$ cat src/rtl/irq_share_pkg.sv
package irq_share_pkg;
  localparam int NUM_SRC = 7;
  localparam int DATA_W  = 8;
  localparam int ADDR_W  = 2;

  // source bit positions, visible to software
  localparam int BIT_DSCL  = 0;
  localparam int BIT_ADC   = 1;
  localparam int BIT_TIMER = 2;
  localparam int BIT_SOA   = 3;
  localparam int BIT_VERT  = 4;
  localparam int BIT_PARA  = 5;
  localparam int BIT_DDC1  = 6;

  // out-of-range flag position in the sync status register
  localparam int FLAG_BIT = 3;

  localparam logic [ADDR_W-1:0] ADDR_PEND = ADDR_W'(0);
  localparam logic [ADDR_W-1:0] ADDR_MASK = ADDR_W'(1);
  localparam logic [ADDR_W-1:0] ADDR_SYNC = ADDR_W'(2);

  typedef struct packed {
    logic [NUM_SRC-1:0] pendClr;
    logic               maskWe;
    logic [NUM_SRC-1:0] maskData;
    logic               flagClr;
    logic [ADDR_W-1:0]  rdSel;
  } regStrobe_t;
endpackage

$ cat src/rtl/irq_share_ctrl.sv
module irq_share_ctrl
  import irq_share_pkg::*;
(
  input  logic              regWrEn,
  input  logic [ADDR_W-1:0] regAddr,
  input  logic [DATA_W-1:0] regWrData,
  output regStrobe_t        strobe
);
  always_comb begin
    strobe          = '0;
    strobe.rdSel    = regAddr;
    strobe.maskData = regWrData[NUM_SRC-1:0];
    if (regWrEn) begin
      unique case (regAddr)
        ADDR_PEND: strobe.pendClr = regWrData[NUM_SRC-1:0];
        ADDR_MASK: strobe.maskWe  = 1'b1;
        ADDR_SYNC: strobe.flagClr = regWrData[FLAG_BIT];
        default:   ;
      endcase
    end
  end
endmodule

$ cat src/rtl/irq_share_edgeq.sv
module irq_share_edgeq #(
  parameter int SYNC_STAGES = 2,
  parameter int QUAL_CYCLES = 12
) (
  input  logic clk,
  input  logic rstN,
  input  logic pinRaw,
  output logic fallEvt
);
  localparam int CNT_W = $clog2(QUAL_CYCLES + 1);
  localparam logic [CNT_W-1:0] CNT_LAST = CNT_W'(QUAL_CYCLES - 1);

  logic [SYNC_STAGES-1:0] syncQ;
  logic                   pinS;
  logic                   filtQ;
  logic [CNT_W-1:0]       holdCnt;

  // synchronizer chain, idle level high
  for (genvar g = 0; g < SYNC_STAGES; g++) begin : g_sync
    if (g == 0) begin : g_first
      always_ff @(posedge clk or negedge rstN) begin
        if (!rstN) syncQ[g] <= 1'b1;
        else       syncQ[g] <= pinRaw;
      end
    end else begin : g_next
      always_ff @(posedge clk or negedge rstN) begin
        if (!rstN) syncQ[g] <= 1'b1;
        else       syncQ[g] <= syncQ[g-1];
      end
    end
  end

  assign pinS = syncQ[SYNC_STAGES-1];

  // the level must differ from the accepted one for QUAL_CYCLES edges in a row
  always_ff @(posedge clk or negedge rstN) begin
    if (!rstN) begin
      filtQ   <= 1'b1;
      holdCnt <= '0;
      fallEvt <= 1'b0;
    end else if (pinS == filtQ) begin
      holdCnt <= '0;
      fallEvt <= 1'b0;
    end else if (holdCnt == CNT_LAST) begin
      filtQ   <= pinS;
      holdCnt <= '0;
      fallEvt <= filtQ;
    end else begin
      holdCnt <= holdCnt + 1'b1;
      fallEvt <= 1'b0;
    end
  end
endmodule

$ cat src/rtl/irq_share_dpath.sv
module irq_share_dpath
  import irq_share_pkg::*;
(
  input  logic               clk,
  input  logic               rstN,
  input  logic [NUM_SRC-1:0] srcRaw,
  input  logic               vOverflow,
  input  regStrobe_t         strobe,
  input  logic               srcEnable,
  input  logic               globalEnable,
  output logic [DATA_W-1:0]  regRdData,
  output logic               irqReq
);
  logic [NUM_SRC-1:0] pendQ;
  logic [NUM_SRC-1:0] maskQ;
  logic               flagQ;
  logic [NUM_SRC-1:0] srcSet;

  // vertical source merges retrace with overflow
  always_comb begin
    srcSet           = srcRaw;
    srcSet[BIT_VERT] = srcRaw[BIT_VERT] | vOverflow;
  end

  // sticky pending bits, a set beats a same-cycle clear
  for (genvar b = 0; b < NUM_SRC; b++) begin : g_pend
    always_ff @(posedge clk or negedge rstN) begin
      if (!rstN)            pendQ[b] <= 1'b0;
      else if (srcSet[b])   pendQ[b] <= 1'b1;
      else if (strobe.pendClr[b]) pendQ[b] <= 1'b0;
    end
  end

  always_ff @(posedge clk or negedge rstN) begin
    if (!rstN)             maskQ <= '0;
    else if (strobe.maskWe) maskQ <= strobe.maskData;
  end

  always_ff @(posedge clk or negedge rstN) begin
    if (!rstN)               flagQ <= 1'b0;
    else if (vOverflow)      flagQ <= 1'b1;
    else if (strobe.flagClr) flagQ <= 1'b0;
  end

  assign irqReq = (|(pendQ & maskQ)) & srcEnable & globalEnable;

  always_comb begin
    regRdData = '0;
    unique case (strobe.rdSel)
      ADDR_PEND: regRdData = {{(DATA_W-NUM_SRC){1'b0}}, pendQ};
      ADDR_MASK: regRdData = {{(DATA_W-NUM_SRC){1'b0}}, maskQ};
      ADDR_SYNC: regRdData[FLAG_BIT] = flagQ;
      default:   regRdData = '0;
    endcase
  end
endmodule

$ cat src/rtl/irq_share_top.sv
module irq_share_top
  import irq_share_pkg::*;
#(
  parameter int SYNC_STAGES = 2,
  parameter int QUAL_CYCLES = 12
) (
  input  logic              clk,
  input  logic              rstN,
  input  logic              ddcClkPin,
  input  logic              adcDone,
  input  logic              timerTick,
  input  logic              soaEvt,
  input  logic              vRetrace,
  input  logic              vOverflow,
  input  logic              paraTick,
  input  logic              ddc1Evt,
  input  logic              srcEnable,
  input  logic              globalEnable,
  input  logic [ADDR_W-1:0] regAddr,
  input  logic              regWrEn,
  input  logic [DATA_W-1:0] regWrData,
  output logic [DATA_W-1:0] regRdData,
  output logic              irqReq
);
  regStrobe_t         strobe;
  logic               dsclEvt;
  logic [NUM_SRC-1:0] srcRaw;

  always_comb begin
    srcRaw            = '0;
    srcRaw[BIT_DSCL]  = dsclEvt;
    srcRaw[BIT_ADC]   = adcDone;
    srcRaw[BIT_TIMER] = timerTick;
    srcRaw[BIT_SOA]   = soaEvt;
    srcRaw[BIT_VERT]  = vRetrace;
    srcRaw[BIT_PARA]  = paraTick;
    srcRaw[BIT_DDC1]  = ddc1Evt;
  end

  irq_share_ctrl u_ctrl (
    .regWrEn  (regWrEn),
    .regAddr  (regAddr),
    .regWrData(regWrData),
    .strobe   (strobe)
  );

  irq_share_edgeq #(
    .SYNC_STAGES(SYNC_STAGES),
    .QUAL_CYCLES(QUAL_CYCLES)
  ) u_edgeq (
    .clk    (clk),
    .rstN   (rstN),
    .pinRaw (ddcClkPin),
    .fallEvt(dsclEvt)
  );

  irq_share_dpath u_dp (
    .clk         (clk),
    .rstN        (rstN),
    .srcRaw      (srcRaw),
    .vOverflow   (vOverflow),
    .strobe      (strobe),
    .srcEnable   (srcEnable),
    .globalEnable(globalEnable),
    .regRdData   (regRdData),
    .irqReq      (irqReq)
  );
endmodule

$ cat config.mk
export PLATFORM = sky130hd
export DESIGN_NAME = irq_share_top
export DESIGN_NICKNAME = d
export VERILOG_FILES = /design/src/rtl/irq_share_pkg.sv /design/src/rtl/irq_share_ctrl.sv /design/src/rtl/irq_share_edgeq.sv /design/src/rtl/irq_share_dpath.sv /design/src/rtl/irq_share_top.sv
export SDC_FILE = /design/constraint.sdc
export NUM_CORES = 1
export LEC_CHECK = 0
export CORE_UTILIZATION = 49
export DETAILED_ROUTE_END_ITERATION = 10
export PLACE_DENSITY = 0.83
export SLEW_MARGIN = 15
export SYNTH_ARGS = -nofsm -noshare
export SYNTH_HDL_FRONTEND = slang
export SYNTH_SLANG_ARGS = --single-unit
$ cat constraint.sdc
create_clock -name clk -period 3.4 [get_ports clk]
set_input_delay 0.68 -clock clk [delete_from_list [all_inputs] [get_ports clk]]
set_output_delay 0.68 -clock clk [all_outputs]
set_load 0.005 [all_outputs]
==> impl_summary.md <==
Pwr
The share of total power dissipated in combinational logic is 19.4%. The total power divided by cell area is 390 mW/mm^2. The internal cell power is 409 uW. The net load switching power is 136 uW. In this run, the clock network consumes 23.1% of the power. IR analysis of the VDD net gives a maximum drop of 0.280 mV. The completed layout was analyzed and its total power is 545 uW. Net switching is 25.0% of the power.

Registers are responsible for 57.5% of the overall power. The leakage component of the power is 0.572 nW.

CTS
The clock net in this run drives a total of 23 sinks. TritonCTS built the clock tree. The number of clock buffers inserted by TritonCTS is 3. The root buffer selected by CTS is sky130_fd_sc_hd__clkbuf_4. The clock transition at the registers of the reported paths is 130 ps. In this run the number of H-tree levels came out at 1. In this run, post-CTS repair resized a total of 0 instances. The number of buffers inserted to repair setup after CTS is 0. The buffer levels on the longest clock path is 2.

The number of buffers inserted for hold repair after clock tree synthesis is 0. The clock reaches the later pin of the worst-skew pair after 320 ps.

Yosys
The synthesized area per cell is 11.9 sq um. Sequential elements use 54.0% of the synthesized area. For this run, the number of Yosys warnings is 0. Synthesis produced a netlist whose cell count is 90. The synthesized design contains 23 register bits. The mapped netlist covers 0.00107 sq mm. Counting every net in the synthesized netlist gives 114. The distinct cell type count of the synthesized netlist is 27.

GRT
After global routing the overflow that remains totals 0. The total routing usage reported by global routing is 18.8%. The number of antenna violations at the first check in global routing is 0. The first global-routing pass estimated 3.38 mm of wire. The maximum number of pins on one net before global-route repair is 24. The number of global-route vias before repair is 753.

Critical path
In this run the critical register-to-register path is captured at u_edgeq.filtQ. The most critical setup path has its startpoint at regAddr[0]. Measured in cells, the most critical reg-to-reg path has a length of 3.

Setup slack on the worst reg-to-reg path comes out at 2160 ps. The category of the worst setup path capture point is an output pin. On the critical path, the stage with the largest delay is an instance of sky130_fd_sc_hd__clkdlybuf4s50_1. Data on the critical path is required at its endpoint by 2720 ps. The maximum fanout along the worst path is 11.

The last element of the critical path is regRdData[5]. The critical path in this run is classified as input pin to output pin. The critical path arrival is 2320 ps.

The cell that appears most often on the critical path is sky130_fd_sc_hd__clkdlybuf4s50_1. Traced cell by cell, the critical path runs through clkdlybuf4s50_1, mux2i_1, nor2_1, clkdlybuf4s50_1. The startpoint kind of the worst setup timing path is an input pin. In this design, the stage delay of the slowest critical-path cell is 840 ps. The startpoint identified for the worst register-to-register timing path is u_edgeq.holdCnt[0].

Routing
The detail route stage leaves a number of antenna-violating nets equal to 0. After detailed routing, the number of remaining DRC violations is 0. The pre-antenna-repair detailed-routing pass consisted of 4 iterations. Detailed routing inserted a total of 774 vias. After the first detailed-routing iteration, the DRC count stood at 11. The average vias per placed instance is 5.27. The wire length per cell is 13.5 um.

The final layout contains routed wiring with a total length of 1.98 mm.

Finish
The final core utilization is 69.8%. Once layout is done, the placed cells without fillers occupy 0.00140 sq mm. The number of fill cells in the layout is 151.

The area of combinational cells with multiple inputs is 467 sq um. The final-stage net count is 145. The signed area change from the synthesized netlist to the final layout is 30.3%. In the final layout, the share of cells above drive strength 1 is 15.0%. The register cell area after layout is 579 sq um.

0 antenna diodes ended up in the layout.

Timing
Setup violations remaining at the end of the flow were counted as 0. Summed over all failing endpoints, the final setup total negative slack is 0 ps. The max-slew headroom at the worst pin is 32.9%.

Dividing the final minimum period by the clock period gives 88.3%. The final setup skew is 15.1 ps. The worst slack on hold paths is 369 ps.

The achievable clock frequency is 333 MHz. The final count of hold timing violations is 0. The measured slew at the worst slew-check pin is 1000 ps. The final max-slew violation count is 0. The post-layout minimum cycle time is 3000 ps. Setup repair after global routing left no endpoint under its margin.

Die
The area of the placeable core is 0.00200 sq mm. The initial utilization of the core area, before any placement, comes to 53.6%. The die is 48.8 um wide. The number of placement rows is 16. The number of top-level pins is 32. Measured along the y axis, the die boundary spans 48.8 um. The floorplan step defined a die boundary enclosing 0.00238 sq mm.

Worst hold path
The start point of the worst min-delay path is u_edgeq.syncQ[0]. The min-delay analysis places its worst path in the category flop to flop.

Status
The flow ran to the end, and the final reports show no timing, DRC or antenna violations.

Placed design
The estimated wirelength of the detail-placed design is 1.51 mm. The placer congestion estimate is 0.732. The total placed instance area is 0.00137 sq mm. The number of buffers added on ports is 29.

Run
The total of max-cap violations is 0.
cell type report:
type	instances	share of cell area [%]
repair buffers	29	20.8
multi-input cells	64	33.4
well taps	27	2.42
clock inverters	1	0.358
clock buffers	3	1.61
flip-flops and latches	23	41.5
registers in the layout (all words and copies together) (netlist names):
register	flops
u_edgeq.syncQ	1
u_edgeq.fallEvt	1
u_dp.maskQ	7
u_edgeq.holdCnt	4
u_dp.flagQ	1
u_edgeq.pinS	1
u_dp.pendQ	7
u_edgeq.filtQ	1
cell families (layout without fill, tap and decap cells):
kind of cell	Yosys count	in the layout	share of synthesized area [%]
flip-flops	23	23	54.0
multiplexers	16	16	15.9
buffers and inverters	3	33	2.45
adder cells (fa/ha/maj)	1	1	1.17
other	1	1	0.350
XOR/XNOR	2	2	1.63
AND/OR/NAND/NOR	30	30	14.8
AO/OA/AOI/OAI	14	14	9.68
worst min path at each step:
stage / end / slack [ps] / cells past startpoint
final: u_edgeq.pinS / 370 / 0
after floorplan: u_edgeq.pinS / 350 / 0
after detailed placement: u_edgeq.pinS / 350 / 0
after CTS: u_edgeq.pinS / 370 / 0
after global routing: u_edgeq.pinS / 370 / 0
after global placement: u_edgeq.pinS / 350 / 0
cells in the final DEF (no fill, tap or decap), types with 2 or more instances in the layout:
cell and count:
sky130_fd_sc_hd__clkdlybuf4s50_1 29, sky130_fd_sc_hd__dfrtp_1 20, sky130_fd_sc_hd__nand2_1 10, sky130_fd_sc_hd__nor2_1 9, sky130_fd_sc_hd__mux2i_1 8, sky130_fd_sc_hd__mux2_2 8, sky130_fd_sc_hd__a21o_1 7, sky130_fd_sc_hd__clkbuf_4 3
sky130_fd_sc_hd__dfstp_2 3, sky130_fd_sc_hd__nand3b_1 2, sky130_fd_sc_hd__nor2b_1 2, sky130_fd_sc_hd__nor3b_1 2, sky130_fd_sc_hd__a22oi_1 2
worst max-delay path, delay by kind of cell:
kind / cells / cell delay [ps]
buffers and inverters: 2 / 1360
muxes: 1 / 150
and+or+nand+nor: 1 / 130
metrics by stage:
| stage | cells | setup slack (ps) |
|---|---|---|
| detailed placement | 143 | 383 |
| CTS | 147 | 382 |
| global route | 147 | 262 |
| floorplan | 90 | 1640 |
| finish | 147 | 396 |
| global placement | 143 | 427 |
power groups by stage:
stage / Clock, mW / Combinational, mW / Sequential, mW
after floorplan: 0 / 0.0541 / 0.315
after detailed placement: 0 / 0.107 / 0.319
final: 0.126 / 0.106 / 0.314
after global placement: 0 / 0.104 / 0.318
after global routing: 0.141 / 0.116 / 0.318
after CTS: 0.130 / 0.107 / 0.314
per-layer routing:
layer	track usage, %	wire length, um
met5	0	0
met4	8.82	27
met3	3.43	94
met2	32.9	959
met1	22.4	899
cells in the mapped netlist, drive strengths merged:
cell,count,area (sq um)
ha,1,12.5
nand2b,1,6.26
nor3b,3,33.8
dfrtp,20,500
a211o,1,8.76
o22ai,1,6.26
nand3b,2,15.0
nor2,9,33.8
buf,3,26.3
dfstp,3,78.8
nor2b,2,12.5
a21o,7,52.6
mux2,8,90.1
xor2,1,8.76
nand2,11,43.8
nand3,1,5.00
a31oi,1,6.26
mux2i,8,80.1
conb,1,3.75
a222oi,1,10.0
o21ai,1,5.00
a22oi,2,15.0
and2b,1,8.76
xnor2,1,8.76
(Power assumes the default switching activity.)
